<file path="config.mk">
export PLATFORM = sky130hd
export DESIGN_NAME = scan_tap_top
export DESIGN_NICKNAME = d
export VERILOG_FILES = /design/src/rtl/scan_tap_pkg.sv /design/src/rtl/scan_tap_fsm.sv /design/src/rtl/scan_tap_ir.sv /design/src/rtl/scan_tap_shreg.sv /design/src/rtl/scan_tap_dr.sv /design/src/rtl/scan_tap_top.sv
export SDC_FILE = /design/constraint.sdc
export NUM_CORES = 1
export LEC_CHECK = 0
export BUFFER_PORTS_ARGS = -buffer_cell sky130_fd_sc_hd__buf_4
export CAP_MARGIN = 20
export CORE_MARGIN = 5
export CORE_UTILIZATION = 56
export CTS_CLUSTER_SIZE = 30
export DETAILED_ROUTE_END_ITERATION = 8
export PLACE_DENSITY = 0.84
export RECOVER_POWER = 25
export REMOVE_ABC_BUFFERS = 1
export SLEW_MARGIN = 20
export SYNTH_ARGS = -nofsm -noshare
export SYNTH_HDL_FRONTEND = slang
export SYNTH_SLANG_ARGS = --single-unit
export TNS_END_PERCENT = 30
</file>
<file path="constraint.sdc">
create_clock -name tck -period 4.05 [get_ports tck]
set_input_delay 0.2025 -clock tck [delete_from_list [all_inputs] [get_ports tck]]
set_output_delay 0.2025 -clock tck [all_outputs]
set_load 0.01 [all_outputs]
</file>
<file path="src/rtl/scan_tap_pkg.sv">
// Shared types for the scan test access port.
// Assumes a 3-bit instruction code and four data register groups.
package scan_tap_pkg;

    typedef enum logic [3:0] {
        TS_RESET, TS_IDLE,
        TS_SEL_DR, TS_CAP_DR, TS_SH_DR, TS_EX1_DR, TS_PAU_DR, TS_EX2_DR, TS_UPD_DR,
        TS_SEL_IR, TS_CAP_IR, TS_SH_IR, TS_EX1_IR, TS_PAU_IR, TS_EX2_IR, TS_UPD_IR
    } tap_state_t;

    localparam int IR_W  = 3;
    localparam int OP_NUM = 1 << IR_W;

    localparam logic [IR_W-1:0] OP_EXTEST = 3'd0;
    localparam logic [IR_W-1:0] OP_SAMPLE = 3'd1;
    localparam logic [IR_W-1:0] OP_INTEST = 3'd2;
    localparam logic [IR_W-1:0] OP_PROBE  = 3'd3;
    localparam logic [IR_W-1:0] OP_USER   = 3'd4;
    localparam logic [IR_W-1:0] OP_HIGHZ  = 3'd5;
    localparam logic [IR_W-1:0] OP_CLAMP  = 3'd6;
    localparam logic [IR_W-1:0] OP_BYPASS = 3'd7;
    localparam logic [IR_W-1:0] IR_CAPTURE_PAT = 3'b001;

    typedef enum logic [1:0] {DRS_BYPASS, DRS_BOUND, DRS_PROBE, DRS_USER} dr_sel_t;

    // Map an instruction code to the data register group it places in the path.
    function automatic dr_sel_t dr_select(input logic [IR_W-1:0] op);
        case (op)
            OP_EXTEST, OP_SAMPLE, OP_INTEST: dr_select = DRS_BOUND;
            OP_PROBE:                        dr_select = DRS_PROBE;
            OP_USER:                         dr_select = DRS_USER;
            default:                         dr_select = DRS_BYPASS;
        endcase
    endfunction

endpackage

</file>
<file path="src/rtl/scan_tap_fsm.sv">
// Sixteen-state test access port controller.
// Advances on rising tck according to tms; a low por_n forces Test-Logic-Reset.
module scan_tap_fsm
    import scan_tap_pkg::*;
(
    input  logic       tck,
    input  logic       por_n,
    input  logic       tms,
    output tap_state_t state
);

    tap_state_t nxt;

    // Next-state table of the controller.
    always_comb begin
        case (state)
            TS_RESET:  nxt = tms ? TS_RESET  : TS_IDLE;
            TS_IDLE:   nxt = tms ? TS_SEL_DR : TS_IDLE;
            TS_SEL_DR: nxt = tms ? TS_SEL_IR : TS_CAP_DR;
            TS_CAP_DR: nxt = tms ? TS_EX1_DR : TS_SH_DR;
            TS_SH_DR:  nxt = tms ? TS_EX1_DR : TS_SH_DR;
            TS_EX1_DR: nxt = tms ? TS_UPD_DR : TS_PAU_DR;
            TS_PAU_DR: nxt = tms ? TS_EX2_DR : TS_PAU_DR;
            TS_EX2_DR: nxt = tms ? TS_UPD_DR : TS_SH_DR;
            TS_UPD_DR: nxt = tms ? TS_SEL_DR : TS_IDLE;
            TS_SEL_IR: nxt = tms ? TS_RESET  : TS_CAP_IR;
            TS_CAP_IR: nxt = tms ? TS_EX1_IR : TS_SH_IR;
            TS_SH_IR:  nxt = tms ? TS_EX1_IR : TS_SH_IR;
            TS_EX1_IR: nxt = tms ? TS_UPD_IR : TS_PAU_IR;
            TS_PAU_IR: nxt = tms ? TS_EX2_IR : TS_PAU_IR;
            TS_EX2_IR: nxt = tms ? TS_UPD_IR : TS_SH_IR;
            TS_UPD_IR: nxt = tms ? TS_SEL_DR : TS_IDLE;
            default:   nxt = TS_RESET;
        endcase
    end

    // State register with synchronous power-on reset.
    always_ff @(posedge tck) begin
        if (!por_n) state <= TS_RESET;
        else        state <= nxt;
    end


    tlr_hold_chk: assert property (@(posedge tck) disable iff (!por_n)
        (state == TS_RESET && tms) |=> (state == TS_RESET));


    shift_dr_stay_chk: assert property (@(posedge tck) disable iff (!por_n)
        (state == TS_SH_DR && !tms) |=> (state == TS_SH_DR));

endmodule

</file>
<file path="src/rtl/scan_tap_ir.sv">
// Instruction shift stage, active instruction and one-hot decode.
// Assumes the state comes from scan_tap_fsm on the same tck.
module scan_tap_ir
    import scan_tap_pkg::*;
(
    input  logic              tck,
    input  logic              por_n,
    input  logic              tdi,
    input  tap_state_t        state,
    output logic [IR_W-1:0]   ir_cur,
    output logic              ir_lsb,
    output logic [OP_NUM-1:0] instr_dec
);

    logic [IR_W-1:0] ir_sr;

    // Instruction shift stage: capture the fixed pattern, shift LSB first.
    always_ff @(posedge tck) begin
        if (!por_n)                  ir_sr <= IR_CAPTURE_PAT;
        else if (state == TS_CAP_IR) ir_sr <= IR_CAPTURE_PAT;
        else if (state == TS_SH_IR)  ir_sr <= {tdi, ir_sr[IR_W-1:1]};
    end

    // Active instruction: bypass after reset, loaded in Update-IR.
    always_ff @(posedge tck) begin
        if (!por_n || state == TS_RESET) ir_cur <= OP_BYPASS;
        else if (state == TS_UPD_IR)     ir_cur <= ir_sr;
    end

    assign ir_lsb = ir_sr[0];

    for (genvar g = 0; g < OP_NUM; g++) begin : g_dec
        assign instr_dec[g] = (ir_cur == IR_W'(g));
    end


    ir_capture_chk: assert property (@(posedge tck) disable iff (!por_n)
        (state == TS_CAP_IR) |=> (ir_sr == IR_CAPTURE_PAT));


    ir_tlr_chk: assert property (@(posedge tck) disable iff (!por_n)
        (state == TS_RESET) |=> (ir_cur == OP_BYPASS));


    ir_hold_chk: assert property (@(posedge tck) disable iff (!por_n)
        (state != TS_UPD_IR && state != TS_RESET) |=> $stable(ir_cur));


    dec_onehot_chk: assert property (@(posedge tck) disable iff (!por_n)
        $onehot(instr_dec));

endmodule

</file>
<file path="src/rtl/scan_tap_shreg.sv">
// Generic capture/shift register of width W, shifted toward bit 0.
// Assumes the enables are mutually exclusive; W may be 1.
module scan_tap_shreg #(
    parameter int W = 8
) (
    input  logic         tck,
    input  logic         por_n,
    input  logic         cap_en,
    input  logic         sh_en,
    input  logic         sdi,
    input  logic [W-1:0] cap_val,
    output logic [W-1:0] q
);

    logic [W-1:0] shifted;

    if (W == 1) begin : g_one
        assign shifted = sdi;
    end else begin : g_many
        assign shifted = {sdi, q[W-1:1]};
    end

    // Capture parallel data or shift one place per enabled edge.
    always_ff @(posedge tck) begin
        if (!por_n)      q <= '0;
        else if (cap_en) q <= cap_val;
        else if (sh_en)  q <= shifted;
    end

endmodule

</file>
<file path="src/rtl/scan_tap_dr.sv">
// Data register bank: bypass, boundary with update stage, probe, and user.
// Assumes the active instruction is stable through a data register scan.
module scan_tap_dr
    import scan_tap_pkg::*;
#(
    parameter int BSR_W   = 8,
    parameter int PROBE_W = 6,
    parameter int USER_W  = 10
) (
    input  logic              tck,
    input  logic              por_n,
    input  logic              tdi,
    input  tap_state_t        state,
    input  logic [IR_W-1:0]   ir_cur,
    input  logic [BSR_W-1:0]  pin_in,
    input  logic [BSR_W-1:0]  core_out,
    input  logic [PROBE_W-1:0] probe_in,
    input  logic [USER_W-1:0] user_rd_data,
    output logic              dr_lsb,
    output logic [BSR_W-1:0]  bsr_upd,
    output logic [USER_W-1:0] user_wr_data,
    output logic              user_upd
);

    dr_sel_t            sel;
    logic               cap, sh, upd;
    logic               byp_q;
    logic [BSR_W-1:0]   bsr_q, bsr_cap;
    logic [PROBE_W-1:0] prb_q;
    logic [USER_W-1:0]  usr_q;

    assign sel     = dr_select(ir_cur);
    assign cap     = (state == TS_CAP_DR);
    assign sh      = (state == TS_SH_DR);
    assign upd     = (state == TS_UPD_DR);
    assign bsr_cap = (ir_cur == OP_INTEST) ? core_out : pin_in;

    // One-bit bypass stage: captures zero, then follows tdi.
    always_ff @(posedge tck) begin
        if (!por_n)                           byp_q <= 1'b0;
        else if (cap && sel == DRS_BYPASS)    byp_q <= 1'b0;
        else if (sh && sel == DRS_BYPASS)     byp_q <= tdi;
    end

    scan_tap_shreg #(.W(BSR_W)) bsr_i (
        .tck(tck), .por_n(por_n),
        .cap_en(cap && sel == DRS_BOUND), .sh_en(sh && sel == DRS_BOUND),
        .sdi(tdi), .cap_val(bsr_cap), .q(bsr_q));

    scan_tap_shreg #(.W(PROBE_W)) prb_i (
        .tck(tck), .por_n(por_n),
        .cap_en(cap && sel == DRS_PROBE), .sh_en(sh && sel == DRS_PROBE),
        .sdi(tdi), .cap_val(probe_in), .q(prb_q));

    scan_tap_shreg #(.W(USER_W)) usr_i (
        .tck(tck), .por_n(por_n),
        .cap_en(cap && sel == DRS_USER), .sh_en(sh && sel == DRS_USER),
        .sdi(tdi), .cap_val(user_rd_data), .q(usr_q));

    // Boundary update stage: holds the pattern the pin and core steering use.
    always_ff @(posedge tck) begin
        if (!por_n)                       bsr_upd <= '0;
        else if (upd && sel == DRS_BOUND) bsr_upd <= bsr_q;
    end

    // User write-out register and its one-cycle strobe.
    always_ff @(posedge tck) begin
        if (!por_n) begin
            user_wr_data <= '0;
            user_upd     <= 1'b0;
        end else begin
            user_upd <= upd && sel == DRS_USER;
            if (upd && sel == DRS_USER) user_wr_data <= usr_q;
        end
    end

    // Serial output source for the selected group.
    always_comb begin
        case (sel)
            DRS_BOUND: dr_lsb = bsr_q[0];
            DRS_PROBE: dr_lsb = prb_q[0];
            DRS_USER:  dr_lsb = usr_q[0];
            default:   dr_lsb = byp_q;
        endcase
    end


    user_pulse_chk: assert property (@(posedge tck) disable iff (!por_n)
        user_upd |=> !user_upd);


    bsr_hold_chk: assert property (@(posedge tck) disable iff (!por_n)
        (!upd) |=> $stable(bsr_upd));


    bypass_cap_chk: assert property (@(posedge tck) disable iff (!por_n)
        (cap && sel == DRS_BYPASS) |=> (byp_q == 1'b0));

endmodule

</file>
<file path="src/rtl/scan_tap_top.sv">
// Test access port top: controller, instruction and data registers,
// falling-edge serial output, and boundary pin/core steering.
// Assumes por_n is held low for at least one rising and one falling tck edge.
module scan_tap_top
    import scan_tap_pkg::*;
#(
    parameter int BSR_W   = 8,
    parameter int PROBE_W = 6,
    parameter int USER_W  = 10
) (
    input  logic               tck,
    input  logic               por_n,
    input  logic               tms,
    input  logic               tdi,
    output logic               tdo,
    output logic               tdo_oe,
    input  logic [BSR_W-1:0]   pin_in,
    input  logic [BSR_W-1:0]   core_out,
    input  logic               core_oe,
    output logic [BSR_W-1:0]   pin_out,
    output logic               pin_oe,
    output logic [BSR_W-1:0]   core_in,
    input  logic [PROBE_W-1:0] probe_in,
    input  logic [USER_W-1:0]  user_rd_data,
    output logic [USER_W-1:0]  user_wr_data,
    output logic               user_upd,
    output logic [7:0]         instr_dec
);

    tap_state_t       state;
    logic [IR_W-1:0]  ir_cur;
    logic             ir_lsb, dr_lsb, ext_drive;
    logic [BSR_W-1:0] bsr_upd;

    scan_tap_fsm fsm_i (.tck(tck), .por_n(por_n), .tms(tms), .state(state));

    scan_tap_ir ir_i (
        .tck(tck), .por_n(por_n), .tdi(tdi), .state(state),
        .ir_cur(ir_cur), .ir_lsb(ir_lsb), .instr_dec(instr_dec));

    scan_tap_dr #(.BSR_W(BSR_W), .PROBE_W(PROBE_W), .USER_W(USER_W)) dr_i (
        .tck(tck), .por_n(por_n), .tdi(tdi), .state(state), .ir_cur(ir_cur),
        .pin_in(pin_in), .core_out(core_out), .probe_in(probe_in),
        .user_rd_data(user_rd_data), .dr_lsb(dr_lsb), .bsr_upd(bsr_upd),
        .user_wr_data(user_wr_data), .user_upd(user_upd));

    // Serial output stage, updated half a cycle after the shift edge.
    always_ff @(negedge tck) begin
        if (!por_n) begin
            tdo    <= 1'b0;
            tdo_oe <= 1'b0;
        end else if (state == TS_SH_IR) begin
            tdo    <= ir_lsb;
            tdo_oe <= 1'b1;
        end else if (state == TS_SH_DR) begin
            tdo    <= dr_lsb;
            tdo_oe <= 1'b1;
        end else begin
            tdo_oe <= 1'b0;
        end
    end

    // Pin and core steering from the active instruction.
    assign ext_drive = (ir_cur == OP_EXTEST) || (ir_cur == OP_CLAMP);
    assign pin_out   = ext_drive ? bsr_upd : core_out;
    assign pin_oe    = (ir_cur == OP_HIGHZ) ? 1'b0 : (ext_drive ? 1'b1 : core_oe);
    assign core_in   = (ir_cur == OP_INTEST) ? bsr_upd : pin_in;


    tdo_oe_window_chk: assert property (@(posedge tck) disable iff (!por_n)
        tdo_oe |-> (state == TS_SH_IR || state == TS_SH_DR));


    tdo_quiet_chk: assert property (@(posedge tck) disable iff (!por_n)
        (!tdo_oe) |=> $stable(tdo) || tdo_oe);


    highz_chk: assert property (@(posedge tck) disable iff (!por_n)
        instr_dec[OP_HIGHZ] |-> !pin_oe);

endmodule

</file>
# ---- After elaboration in Yosys (flattened, before gate mapping)
# Index checks and enable logic that the tools add are counted.
# W data, S select, Z words.
dict set report op_classes {
  mux 30
  eq_ne 25
  n_reduce_logical 26
  bitwise 1
}
# cell count
set op_table {}
lappend op_table {{$pmux W4 S12} 1}
lappend op_table {{$mux W8} 5}
lappend op_table {{$eq A4 B4 Y1 const B} 8}
lappend op_table {{$mux W10} 2}
lappend op_table {{$eq A4 B3 Y1 const B} 4}
lappend op_table {{$mux W4} 4}
lappend op_table {{$eq A3 B3 Y1 const B} 4}
lappend op_table {{$mux W6} 2}
lappend op_table {{$logic_and A1 B1 Y1} 10}
lappend op_table {{$mux W1} 9}
lappend op_table {{$eq A4 B2 Y1 const B} 2}
lappend op_table {{$reduce_bool A2 Y1} 4}
lappend op_table {{$reduce_or A2 Y1} 4}
lappend op_table {{$eq A3 B2 Y1 const B} 2}
lappend op_table {{$mux W2} 3}
lappend op_table {{$mux W3} 2}
lappend op_table {{$pmux W2 S3} 1}
lappend op_table {{$reduce_or A3 Y1} 2}
lappend op_table {{$eq A2 B2 Y1 const B} 2}
lappend op_table {{$eq A4 B1 Y1 const B} 1}
lappend op_table {{$logic_not A4 Y1} 1}
lappend op_table {{$eq A3 B1 Y1 const B} 1}
lappend op_table {{$logic_not A3 Y1} 1}
lappend op_table {{$pmux W1 S3} 1}
lappend op_table {{5 further kinds} 6}
dict set report word_totals {
  output_inout_bits 38
  reg_bits 56
}

# ---- Longest topological paths before layout
dict set report depth {
  word_depth 7
  mapped_depth 7
}

# ---- By module
# Synthesis repeated with hierarchy kept, for this count alone.
dict set report unflattened {
  hier_cells 332
  hier_area_um2 3348.2
}
# module cells_per_inst area_per_inst_um2 n_inst seq_area_each_um2
set by_module_without_submodules {}
lappend by_module_without_submodules {scan_tap_dr 120 1084.8 1 400.4}
lappend by_module_without_submodules {{scan_tap_shreg (dr_i.usr_i)} 44 538.0 1 200.2}
lappend by_module_without_submodules {{scan_tap_shreg (dr_i.bsr_i)} 35 440.4 1 160.2}
lappend by_module_without_submodules {scan_tap_top 35 340.3 1 40.0}
lappend by_module_without_submodules {{scan_tap_shreg (dr_i.prb_i)} 26 322.8 1 120.1}
lappend by_module_without_submodules {scan_tap_fsm 38 315.3 1 80.1}
lappend by_module_without_submodules {scan_tap_ir 34 306.5 1 120.1}

==> qor.csv <==
stage,metric,value,unit
outcome,status,"finished, final reports clean",
floorplan,IO Count,75,
synthesis,Synth Area per Inst,8.91,um2
power,Peak VDD IR,0.152,mV
final_layout,Layout area overhead,21.7,%
clocking,CTS root buffer,clkbuf_8,
drt,post-DR wirelength/cell,15.7,um
placement,routability cong.,0.858,
worst_setup_path,"Max FO, Critical Path",18,
floorplan,die width,80.6,um
synthesis,combinational family with the most area after synthesis,compound AO/OA/AOI/OAI gates,
placement,hpwl dp,5.07,mm
clocking,clock sinks,56,
floorplan,height of the die,80.6,um
drt,DR vias,2534,
floorplan,Die ar.,6490,um2
synthesis,synth unique cells,43,
worst_setup_path,kind of cell adding the most delay to the critical path,flip-flops,
power,Pwr Total,989,uW
synthesis,Mapped Area,2790,um2
placement,worst slack at placement,0.352,ns
timing,Setup TNS Final,0,ns
worst_setup_path,"slowest stage cell, crit path",dfxtp_1,
timing,final hold vios,0,
drt,DR DRC count,0,
worst_setup_path,CP Data Required Time,2.27,ns
synthesis,post-synthesis compound-gate area fraction,20.8,%
timing,final hold slack,0.149,ns
final_layout,layout cells sized above 1,25.3,%
global_routing,vias in the first global route,2525,
timing,final setup vio count,0,
synthesis,post-synthesis mux area share,16.9,%
synthesis,sequential-to-total area share from yosys stat,40.2,%
synthesis,share of the synthesized area in the top cell type,40.2,%
timing,Max Slew Vio Count,0,
drt,Antenna Nets Post-Route,0,
worst_setup_path,crit path buf inv count,0,
clocking,clk_lat worst skew,0.37,ns
floorplan,row count,25,
clocking,Longest Clk Path Bufs,2,
clocking,post-CTS sizing,0,
final_layout,most frequent cells in the layout,"buf_4 (64), dfxtp_1 (56), nor2_1 (47), nand2_1 (29), mux2i_1 (29)",
worst_setup_path,CP arrival,1.91,ns
worst_setup_path,startpoint types,flip-flop,
synthesis,post-synthesis sequential element count,56,
clocking,CTS tree,done,
synthesis,ys flop type,dfxtp_1,
clocking,Post-CTS Setup Bufs,0,
timing,Clock Skew,0.0643,ns
clocking,TritonCTS Buffers,5,
global_routing,GRT overflow,0,
global_routing,largest net degree at the start of global routing,34,
synthesis,Post-synth ARST share,0,%
timing,Worst-Margin Slew,0.810,ns
clocking,hold_buf cts,0,
final_layout,Final Util,70.9,%
final_layout,nets@finish,412,
final_layout,"most common cell after layout, fill and taps aside",buf_4,
drt,DR vias/cell,5.72,
timing,slew margin rel.,45.8,%
power,Leak,1.42,nW
synthesis,Simple-Gate Fraction of Synth Area,16.5,%
clocking,H-tree levels,2,
synthesis,"Warnings, synthesis",0,
clocking,Worst-path clk slew,0.11,ns
synthesis,post-synth top area cell,dfxtp_1,
global_routing,GRT Total Usage,22.4,%
drt,DRT Pass-1 Iters,4,
worst_setup_path,CP Capture Type,flip-flop,
global_routing,global-route wire length before repair,11.6,mm
run,Max-Cap Viols,0,
drt,total wire length,6.94,mm
power,power per cell area,291,nW/um2
synthesis,Mapped Cells,313,
synthesis,XOR/XNOR Fraction of Synth Area,0,%
worst_setup_path,crit path cell chain,nor2b_1 -> nand2_1 -> o221ai_1 -> o21ai_0,
worst_setup_path,max incr delay on CP,0.70,ns
floorplan,core area,4790,um2
drt,drt initial violations,280,
synthesis,adder-cell share of the synthesized area,0,%
synthesis,"EDFF count, synth",0,
worst_setup_path,crit path kind,flip-flop to flip-flop,
timing,fin worst setup slack,0.358,ns
final_layout,ant diodes,0,
timing,RSZ-0062 raised after global routing,false,
global_routing,antenna violations before repair,0,
synthesis,most area-consuming cells after synthesis,"dfxtp_1 (40%), mux2i_1 (10%), mux2_2 (6.5%), nor2_1 (6.3%), nand2_1 (3.9%)",
floorplan,Initial Util,58.2,%
min_path,HP Class,input port to flip-flop,
placement,I/O Buffers,74,
worst_setup_path,R2R Setup Slk,0.36,ns
[stage by stage]
step | instances | cell area, um2
after CTS | 443 | 3450
final | 443 | 3390
after detailed placement | 434 | 3350
after global routing | 443 | 3390
after global placement | 434 | 3350
after floorplan | 288 | 2660
[synthesized netlist by cell type (all sizes together) (2+ instances only)]
cell type   n
mux2i      29
nor3        2
nor2b       2
o21ai      10
o2bb2ai     9
a21oi      20
nor2       47
a22o        8
nand2b      3
clkbuf     13
inv         6
a211oi      3
o22ai       8
nand4       2
o221ai      3
dfxtp      56
nor3b       5
nand3       6
a21boi      2
mux2       16
o211a       2
nand2      29
a311oi      6
buf        12
[worst reg2reg max path, cell delays in order (launching register included)]
cell,delay [ns]
dfxtp_1,0.70
nor2b_1,0.39
nand2_1,0.18
o221ai_1,0.23
o21ai_0,0.11
[power breakdown]
group	internal [mW]	leakage, nW	total, mW	switching, mW
Sequential	0.553	0.451	0.558	0.00547
Combinational	0.0550	0.912	0.106	0.0508
Clock	0.128	0.0554	0.325	0.197
Total	0.736	1.42	0.989	0.253
[metal layers]
| layer | GRT usage [%] | vias up | part of all wire, % |
|---|---|---|---|
| li1 | - | 1248 | - |
| met4 | 5.74 | 0 | 1.0 |
| met1 | 29.5 | 1197 | 44 |
| met3 | 5.27 | 8 | 7.6 |
| met2 | 36.8 | 81 | 47 |
| met5 | 0 | - | 0 |
[final timing paths]
check,startpoint,cells past startpoint,endpoint
hold reg to reg,dr_i.byp_q,2,dr_i.byp_q
setup / recovery,fsm_i.state[3],4,tdo
setup reg to reg,fsm_i.state[3],4,tdo
hold / removal,user_rd_data[8],3,dr_i.usr_i.q[8]
[logic make-up (layout without fill, tap and decap cells)]
group	Yosys count	in the layout
mux	45	45
flops	56	56
buf+inv	32	95
compound gates	78	78
simple gates	102	102
[flip-flops by register name (all words and copies together) (netlist names)]
register,cells
dr_i.user_wr_data,10
dr_i.usr_i.q,10
dr_i.bsr_i.q,8
dr_i.bsr_upd,8
dr_i.prb_i.q,6
fsm_i.state,4
ir_i.ir_cur,3
ir_i.ir_sr,3
dr_i.byp_q,1
dr_i.user_upd,1
tdo,1
tdo_oe,1
[final cells by class]
cell class                 instances  area (um2)
tap                               67        83.8
timing repair buffer              79         537
clock buffer                       5        68.8
inverter                           6        22.5
multi-input combinational        225        1530
clock inverter                     5        32.5
fill                             398        1390
sequential                        56        1120
Note: power is estimated with default switching activity, not from simulation.
